### config.mk
export PLATFORM = sky130hd
export DESIGN_NAME = tlbchk
export DESIGN_NICKNAME = d
export VERILOG_FILES = /design/src/rtl/tlbchk_pkg.sv /design/src/rtl/tlbchk_store.sv /design/src/rtl/tlbchk_cmp.sv /design/src/rtl/tlbchk_pick.sv /design/src/rtl/tlbchk.sv
export SDC_FILE = /design/constraint.sdc
export NUM_CORES = 1
export LEC_CHECK = 0
export BUFFER_PORTS_ARGS = -buffer_cell sky130_fd_sc_hd__buf_2
export CORE_MARGIN = 2
export CORE_UTILIZATION = 60
export CTS_CLUSTER_DIAMETER = 80
export CTS_CLUSTER_SIZE = 30
export DETAILED_ROUTE_END_ITERATION = 8
export PLACE_DENSITY = 0.81
export SETUP_SLACK_MARGIN = 0.15
export SYNTH_ARGS = -nofsm -noshare
export SYNTH_HDL_FRONTEND = slang
export SYNTH_SLANG_ARGS = --single-unit
### constraint.sdc
create_clock -name clk -period 5.05 [get_ports clk]
set_clock_uncertainty 0.15 [all_clocks]
set_input_delay 0.505 -clock clk [delete_from_list [all_inputs] [get_ports clk]]
set_output_delay 0.505 -clock clk [all_outputs]
set_load 0.01 [all_outputs]
### src/rtl/tlbchk_pkg.sv
package tlbchk_pkg;
  typedef enum logic [1:0] {
    ACC_LOAD  = 2'd0,
    ACC_STORE = 2'd1,
    ACC_FETCH = 2'd2
  } acc_e;

  typedef enum logic [1:0] {
    RES_OK    = 2'd0,
    RES_MISS  = 2'd1,
    RES_DDENY = 2'd2,
    RES_XDENY = 2'd3
  } res_e;

  localparam int PERM_R = 0;
  localparam int PERM_W = 1;
  localparam int PERM_X = 2;
  localparam int BASE_PAGE_LOG2 = 10;
  localparam int EXT_BITS = 4;
endpackage

### src/rtl/tlbchk_store.sv
module tlbchk_store #(
  parameter int ENTRIES = 4,
  parameter int EA_W    = 32,
  parameter int PID_W   = 8,
  parameter int SZ_W    = 3,
  localparam int IDX_W  = (ENTRIES > 1) ? $clog2(ENTRIES) : 1
) (
  input  logic             clk,
  input  logic             rst_n,
  input  logic             wr_en,
  input  logic [IDX_W-1:0] wr_idx,
  input  logic             wr_vld,
  input  logic [PID_W-1:0] wr_pid,
  input  logic [EA_W-1:0]  wr_epn,
  input  logic [SZ_W-1:0]  wr_size,
  input  logic [EA_W-1:0]  wr_rpn,
  input  logic             wr_as,
  input  logic [7:0]       wr_prot,
  output logic             ent_vld  [ENTRIES],
  output logic [PID_W-1:0] ent_pid  [ENTRIES],
  output logic [EA_W-1:0]  ent_epn  [ENTRIES],
  output logic [SZ_W-1:0]  ent_size [ENTRIES],
  output logic [EA_W-1:0]  ent_rpn  [ENTRIES],
  output logic             ent_as   [ENTRIES],
  output logic [7:0]       ent_prot [ENTRIES]
);
  for (genvar g = 0; g < ENTRIES; g++) begin : g_ent
    always_ff @(posedge clk) begin
      if (!rst_n) begin
        ent_vld[g]  <= 1'b0;
        ent_pid[g]  <= '0;
        ent_epn[g]  <= '0;
        ent_size[g] <= '0;
        ent_rpn[g]  <= '0;
        ent_as[g]   <= 1'b0;
        ent_prot[g] <= '0;
      end else if (wr_en && (wr_idx == IDX_W'(g))) begin
        ent_vld[g]  <= wr_vld;
        ent_pid[g]  <= wr_pid;
        ent_epn[g]  <= wr_epn;
        ent_size[g] <= wr_size;
        ent_rpn[g]  <= wr_rpn;
        ent_as[g]   <= wr_as;
        ent_prot[g] <= wr_prot;
      end
    end
  end
endmodule

### src/rtl/tlbchk_cmp.sv
module tlbchk_cmp
  import tlbchk_pkg::*;
#(
  parameter int EA_W  = 32,
  parameter int PID_W = 8,
  parameter int SZ_W  = 3,
  localparam int RA_W = EA_W + EXT_BITS
) (
  input  logic [EA_W-1:0]  ea,
  input  logic [PID_W-1:0] pid0,
  input  logic [PID_W-1:0] pid1,
  input  logic [PID_W-1:0] pid2,
  input  logic             extra_pids,
  input  logic             as_req,
  input  logic             e_vld,
  input  logic [PID_W-1:0] e_pid,
  input  logic [EA_W-1:0]  e_epn,
  input  logic [SZ_W-1:0]  e_size,
  input  logic [EA_W-1:0]  e_rpn,
  input  logic             e_as,
  output logic             hit,
  output logic [RA_W-1:0]  raddr
);
  logic [EA_W-1:0] mask;
  logic            pid_ok;
  logic            page_ok;
  logic [EXT_BITS-1:0] ext;

  always_comb begin
    mask    = {EA_W{1'b1}} << (BASE_PAGE_LOG2 + 2 * int'(e_size));
    page_ok = ((ea & mask) == e_epn);
    pid_ok  = (e_pid == '0) || (e_pid == pid0);
    if (extra_pids) begin
      if ((pid1 != '0) && (e_pid == pid1)) pid_ok = 1'b1;
      if ((pid2 != '0) && (e_pid == pid2)) pid_ok = 1'b1;
    end
    hit   = e_vld && page_ok && pid_ok && (as_req == e_as);
    ext   = extra_pids ? '0 : e_rpn[EXT_BITS-1:0];
    raddr = {ext, (e_rpn & mask) | (ea & ~mask)};
  end
endmodule

### src/rtl/tlbchk_pick.sv
module tlbchk_pick
  import tlbchk_pkg::*;
#(
  parameter int ENTRIES = 4,
  parameter int RA_W    = 36
) (
  input  logic            hit   [ENTRIES],
  input  logic [RA_W-1:0] raddr [ENTRIES],
  input  logic [7:0]      prot  [ENTRIES],
  input  logic            pr,
  input  logic [1:0]      acc,
  output logic [1:0]      code,
  output logic [RA_W-1:0] sel_raddr,
  output logic [3:0]      perm
);
  logic       found;
  logic [7:0] sel_prot;
  logic       allowed;

  always_comb begin
    found     = 1'b0;
    sel_raddr = '0;
    sel_prot  = '0;
    for (int i = ENTRIES - 1; i >= 0; i--) begin
      if (hit[i]) begin
        found     = 1'b1;
        sel_raddr = raddr[i];
        sel_prot  = prot[i];
      end
    end
    perm = pr ? sel_prot[3:0] : sel_prot[7:4];
    unique case (acc)
      ACC_LOAD:  allowed = perm[PERM_R];
      ACC_STORE: allowed = perm[PERM_W];
      ACC_FETCH: allowed = perm[PERM_X];
      default:   allowed = 1'b0;
    endcase
    if (!found) begin
      code = RES_MISS;
      perm = '0;
    end else if (allowed) begin
      code = RES_OK;
    end else if (acc == ACC_FETCH) begin
      code = RES_XDENY;
    end else begin
      code = RES_DDENY;
    end
  end
endmodule

### src/rtl/tlbchk.sv
module tlbchk
  import tlbchk_pkg::*;
#(
  parameter int ENTRIES = 4,
  parameter int EA_W    = 32,
  parameter int PID_W   = 8,
  parameter int SZ_W    = 3,
  localparam int IDX_W  = (ENTRIES > 1) ? $clog2(ENTRIES) : 1,
  localparam int RA_W   = EA_W + EXT_BITS
) (
  input  logic             clk,
  input  logic             rst_n,
  input  logic             wr_en,
  input  logic [IDX_W-1:0] wr_idx,
  input  logic             wr_vld,
  input  logic [PID_W-1:0] wr_pid,
  input  logic [EA_W-1:0]  wr_epn,
  input  logic [SZ_W-1:0]  wr_size,
  input  logic [EA_W-1:0]  wr_rpn,
  input  logic             wr_as,
  input  logic [7:0]       wr_prot,
  input  logic             req_valid,
  output logic             req_ready,
  input  logic [EA_W-1:0]  req_ea,
  input  logic [1:0]       req_acc,
  input  logic             req_pr,
  input  logic             req_ir,
  input  logic             req_dr,
  input  logic [PID_W-1:0] pid0,
  input  logic [PID_W-1:0] pid1,
  input  logic [PID_W-1:0] pid2,
  input  logic             extra_pids,
  output logic             rsp_valid,
  input  logic             rsp_ready,
  output logic [RA_W-1:0]  rsp_raddr,
  output logic [3:0]       rsp_perm,
  output logic [1:0]       rsp_code
);
  logic             ent_vld  [ENTRIES];
  logic [PID_W-1:0] ent_pid  [ENTRIES];
  logic [EA_W-1:0]  ent_epn  [ENTRIES];
  logic [SZ_W-1:0]  ent_size [ENTRIES];
  logic [EA_W-1:0]  ent_rpn  [ENTRIES];
  logic             ent_as   [ENTRIES];
  logic [7:0]       ent_prot [ENTRIES];

  logic             hit      [ENTRIES];
  logic [RA_W-1:0]  ent_ra   [ENTRIES];
  logic             as_req;
  logic [1:0]       nx_code;
  logic [RA_W-1:0]  nx_raddr;
  logic [3:0]       nx_perm;
  logic             accept;

  tlbchk_store #(
    .ENTRIES(ENTRIES), .EA_W(EA_W), .PID_W(PID_W), .SZ_W(SZ_W)
  ) u_store (
    .clk(clk), .rst_n(rst_n),
    .wr_en(wr_en), .wr_idx(wr_idx), .wr_vld(wr_vld), .wr_pid(wr_pid),
    .wr_epn(wr_epn), .wr_size(wr_size), .wr_rpn(wr_rpn), .wr_as(wr_as),
    .wr_prot(wr_prot),
    .ent_vld(ent_vld), .ent_pid(ent_pid), .ent_epn(ent_epn),
    .ent_size(ent_size), .ent_rpn(ent_rpn), .ent_as(ent_as),
    .ent_prot(ent_prot)
  );

  assign as_req = (req_acc == ACC_FETCH) ? req_ir : req_dr;

  for (genvar g = 0; g < ENTRIES; g++) begin : g_cmp
    tlbchk_cmp #(.EA_W(EA_W), .PID_W(PID_W), .SZ_W(SZ_W)) u_cmp (
      .ea(req_ea), .pid0(pid0), .pid1(pid1), .pid2(pid2),
      .extra_pids(extra_pids), .as_req(as_req),
      .e_vld(ent_vld[g]), .e_pid(ent_pid[g]), .e_epn(ent_epn[g]),
      .e_size(ent_size[g]), .e_rpn(ent_rpn[g]), .e_as(ent_as[g]),
      .hit(hit[g]), .raddr(ent_ra[g])
    );
  end

  tlbchk_pick #(.ENTRIES(ENTRIES), .RA_W(RA_W)) u_pick (
    .hit(hit), .raddr(ent_ra), .prot(ent_prot), .pr(req_pr), .acc(req_acc),
    .code(nx_code), .sel_raddr(nx_raddr), .perm(nx_perm)
  );

  assign req_ready = !rsp_valid || rsp_ready;
  assign accept    = req_valid && req_ready;

  always_ff @(posedge clk) begin
    if (!rst_n) begin
      rsp_valid <= 1'b0;
      rsp_raddr <= '0;
      rsp_perm  <= '0;
      rsp_code  <= RES_MISS;
    end else if (accept) begin
      rsp_valid <= 1'b1;
      rsp_raddr <= nx_raddr;
      rsp_perm  <= nx_perm;
      rsp_code  <= nx_code;
    end else if (rsp_ready) begin
      rsp_valid <= 1'b0;
    end
  end
endmodule

==> impl_results.rst <==
.. list-table::
   :header-rows: 1

   * - Metric
     - Value
   * - Setup-violating endpoint count in the final report
     - 0
   * - Number of global-route vias before repair
     - ~20000
   * - Share of post-route cells with drive strength above 1
     - 12.3%
   * - Inserted Clock Buffers
     - 19
   * - Leakage component of the power
     - between 7 and 8 nW
   * - Transition time of the tightest slew-check pin
     - 1.27 ns
   * - Crit path max-delay family
     - simple AND/OR/NAND/NOR gates
   * - Proportion of synthesized chip area in sequential cells
     - 37.0%
   * - Post-synthesis cell count
     - approximately 2800
   * - Path class of the lowest-slack min-delay path
     - in2reg
   * - # DRC
     - 0
   * - Antenna violations before repair
     - 0
   * - Compound-gate portion of the synthesized area
     - 19.7%
   * - Xor-xnor portion of the synthesized cell area
     - 7.86%
   * - Total grt overflow
     - 0
   * - Via-per-instance ratio
     - 6.55
   * - Post-route worst hold slack
     - 0.0515 ns
   * - Adder-cell area share of the yosys netlist
     - 0.966%
   * - Htree depth
     - 1
   * - Wire length of the first global-routing pass
     - 118000 µm
   * - Antenna Diode Count
     - 0
   * - Path type of the worst setup path
     - reg2reg
   * - Detailed Routing Iterations Pass 1
     - 7
   * - Total number of yosys warnings
     - 0
   * - Commonest non-fill, non-tap cells in the layout
     - sky130_fd_sc_hd__nand2_1, sky130_fd_sc_hd__a21oi_1, sky130_fd_sc_hd__dfxtp_1
   * - Setup repair after global routing missed its margin
     - false
   * - Timing-limited maximum frequency
     - 206 MHz
   * - FF+latch area
     - 7670 µm²
   * - Required time worst endpoint
     - approximately 5.3 ns
   * - Fraction of registers with async set/reset
     - 0%
   * - Maximum number of pins on one net before global-route repair
     - 189
   * - Max FO, Critical Path
     - 20
   * - Clock root buffer master
     - sky130_fd_sc_hd__clkbuf_16
   * - Flip-flop cell with the highest count after synthesis
     - sky130_fd_sc_hd__dfxtp_1
   * - Average instance area after synthesis
     - 7.43 µm²
   * - Post-route minimum period
     - 4.85 ns
   * - Clock tree from TritonCTS
     - done
   * - Power per cell area
     - 270 nW/µm²
   * - Max-cap viol count
     - 0
   * - Number of synthesized flops with an enable pin
     - 0
   * - Period utilization
     - about 96%
   * - Critical path, cell by cell
     - ha_1 -> inv_1 -> ha_2 -> nand2b_1 -> nand3_1 -> xor2_1 -> nand4_1 -> nor4_4 -> nand3_1 -> buf_4 -> nand3_1 -> buf_4 -> o221ai_1 -> a31oi_1 -> a21oi_1
   * - Die Wd
     - around 190 µm
   * - Die footprint
     - 36100 µm²
   * - Worst-case headroom to the max-slew limit
     - 15.1%
   * - Setup Buffers After CTS
     - 0
   * - Vert. Die Dim
     - 190 µm
   * - Final Max Tran Viols
     - 0
   * - Cell total after placement
     - 3236
   * - Dpl hpwl
     - 56600 µm
   * - Maximum number of buffers from clock root to sink
     - 3
   * - FF+latch count, synth
     - 383
   * - Core region area
     - 34300 µm²
   * - Count of buffers from port buffering
     - 197
   * - Number of violations reported at the end of detailed-routing iteration 0
     - 2895
   * - Routed WL per cell
     - 24.4 µm
   * - Outcome
     - finished, final reports clean
   * - Capturing element type of the critical path
     - register
   * - Main combinational cell family by area after synthesis
     - simple AND/OR/NAND/NOR gates
   * - Worst path most repeated cell
     - sky130_fd_sc_hd__nand3_1
   * - Area growth syn-to-layout
     - 7.89%
   * - Post-Route WL
     - approximately 80000 µm
   * - Final sum of negative setup slack
     - 0 ns
   * - Count of vias placed by the detailed router
     - roughly 21000
   * - Gpl congestion
     - 1.13
   * - Number of buffers and inverters on the critical path
     - 3
   * - R2R setup slack
     - slightly below 0.2 ns
   * - Standard cell area after detailed placement
     - 21700 µm²
   * - Synthesized net count
     - roughly 3000
   * - Number of unique standard cell types used by synthesis
     - slightly below 90
   * - Count of clock tree sinks
     - 383
   * - Fill cell total of the finished layout
     - 2988
   * - # rows
     - between 60 and 70
   * - Insertion delay of the later-clocked pin in the worst-skew pair
     - 0.56 ns
   * - Final Hold Violating Endpoints
     - 0
   * - Most common library cell in the layout ignoring fill and taps
     - sky130_fd_sc_hd__nand2_1
   * - Critical path arrival
     - 5.10 ns
   * - Remaining antenna violation count
     - 0
   * - Area of the multi-input gates
     - ~12000 µm²
   * - Overall Global Routing Usage
     - 42.8%
   * - Clock-pin slew of the registers on the worst-case setup and hold paths
     - around 0.11 ns
   * - Design Area, Final
     - 22400 µm²
   * - Startpoint type of the worst setup path
     - register
   * - Maximum vdd ir drop
     - 0.300 mV
   * - Initial core utilization
     - 60.5%
   * - Number of top-level pins
     - around 200
   * - Final layout net count
     - 2972
   * - Final Instance Count excl. Fillers
     - 3267
   * - Delay contributed by the slowest stage of the critical path
     - 0.65 ns
   * - Simple-gate area share of the yosys netlist
     - 24.8%
   * - Netlist area before placement
     - 20700 µm²
   * - Crit-path slowest cell
     - sky130_fd_sc_hd__nor4_4
   * - Fraction of synthesized area in multiplexers
     - 4.27%
## timing repair
item                                    4_1_cts  5_1_grt
endpoints found under the setup margin        0       10
gates resized for setup                       0        1
hold buffers                                  0        0
## path summary, 6_finish.rpt
path,start,to,depth (start not counted)
setup / recovery,u_store.ent_size[4],rsp_raddr[28],15
hold / removal,req_valid,rsp_valid,3
setup reg to reg,u_store.ent_size[4],rsp_raddr[28],15
hold reg to reg,u_store.ent_rpn[123],u_store.ent_rpn[123],2
## cells in the mapped netlist (all sizes together) (9+ instances only)
cell type | number | area share, %
nand3 | 83 | 2.1
a22oi | 12 | 0.46
mux2 | 26 | 1.4
nor4 | 29 | 1.1
nor4bb | 15 | 0.72
nand4 | 44 | 1.3
clkbuf | 203 | 3.7
xnor2 | 108 | 4.6
o211ai | 12 | 0.43
nor3 | 36 | 0.92
o311ai | 20 | 0.85
nor2b | 14 | 0.42
nand2b | 11 | 0.37
dfxtp | 383 | 37
buf | 52 | 1.2
a31oi | 28 | 0.85
a21oi | 416 | 10
o21ai | 77 | 1.9
xor2 | 78 | 3.3
o221ai | 10 | 0.42
nand2 | 793 | 14
and3 | 9 | 0.27
a211oi | 10 | 0.39
nor2 | 65 | 1.2
ha | 16 | 0.97
o32ai | 17 | 0.72
mux2i | 58 | 2.9
a21boi | 9 | 0.33
inv | 30 | 0.54
## layer usage
layer | vias up | global-route usage, % | routed length (µm)
li1 | 9564 | - | -
met1 | 9916 | 52.3 | 28400
met2 | 1520 | 66.6 | 34700
met5 | - | 0 | 0
met4 | 0 | 32.1 | 7340
met3 | 414 | 9.00 | 9220
## where the power goes
part / leakage, nW / internal [mW] / switching, mW / total [mW]
clock: 0.308 / 0.821 / 1.10 / 1.92
combinational: 4.49 / 0.295 / 0.612 / 0.907
sequential: 3.11 / 3.12 / 0.0984 / 3.22
total: 7.91 / 4.23 / 1.81 / 6.04
## registers in the layout, indices dropped and copies added, names as in the netlist
| name | cells |
|---|---|
| u_store.ent_epn | 128 |
| u_store.ent_rpn | 128 |
| rsp_raddr | 36 |
| u_store.ent_pid | 32 |
| u_store.ent_prot | 32 |
| u_store.ent_size | 12 |
| rsp_perm | 4 |
| u_store.ent_as | 4 |
| u_store.ent_vld | 4 |
| rsp_code | 2 |
| rsp_valid | 1 |
## logic make-up (layout without fill, tap and decap cells)
| group | count (synthesis) | in the layout |
|---|---|---|
| and+or+nand+nor | 1151 | 1151 |
| AOI/OAI and AO/OA | 684 | 684 |
| DFF | 383 | 383 |
| buffers and inverters | 286 | 308 |
| xor gates and xnor gates | 186 | 186 |
| muxes | 84 | 84 |
| adders and majority gates | 16 | 16 |
## metrics by stage
| step | total power [mW] | worst slack [ns] | utilization, % |
|---|---|---|---|
| global placement | 4.12 | 0.342 | 63.3 |
| global route | 6.21 | 0.220 | 65.2 |
| detailed placement | 4.15 | 0.258 | 63.3 |
| CTS | 6.01 | 0.248 | 65.2 |
| finish | 6.04 | 0.197 | 65.2 |
| floorplan | 3.80 | 1.48 | - |
## area by class of cell
cell class | instances | share of cell area (%)
clock buffer | 22 | 2.27
clock inverter | 9 | 0.627
inverter | 31 | 0.554
multi-input combinational | 2121 | 53.6
sequential | 383 | 34.3
tap | 455 | 2.55
timing repair buffer | 246 | 6.17
## worst min-delay path, delay by kind of cell
kind	cells	cell delay, ns
buf+inv	2	0.17
compound gates	1	0.05
No activity file was read; power rests on OpenSTA's default activity.
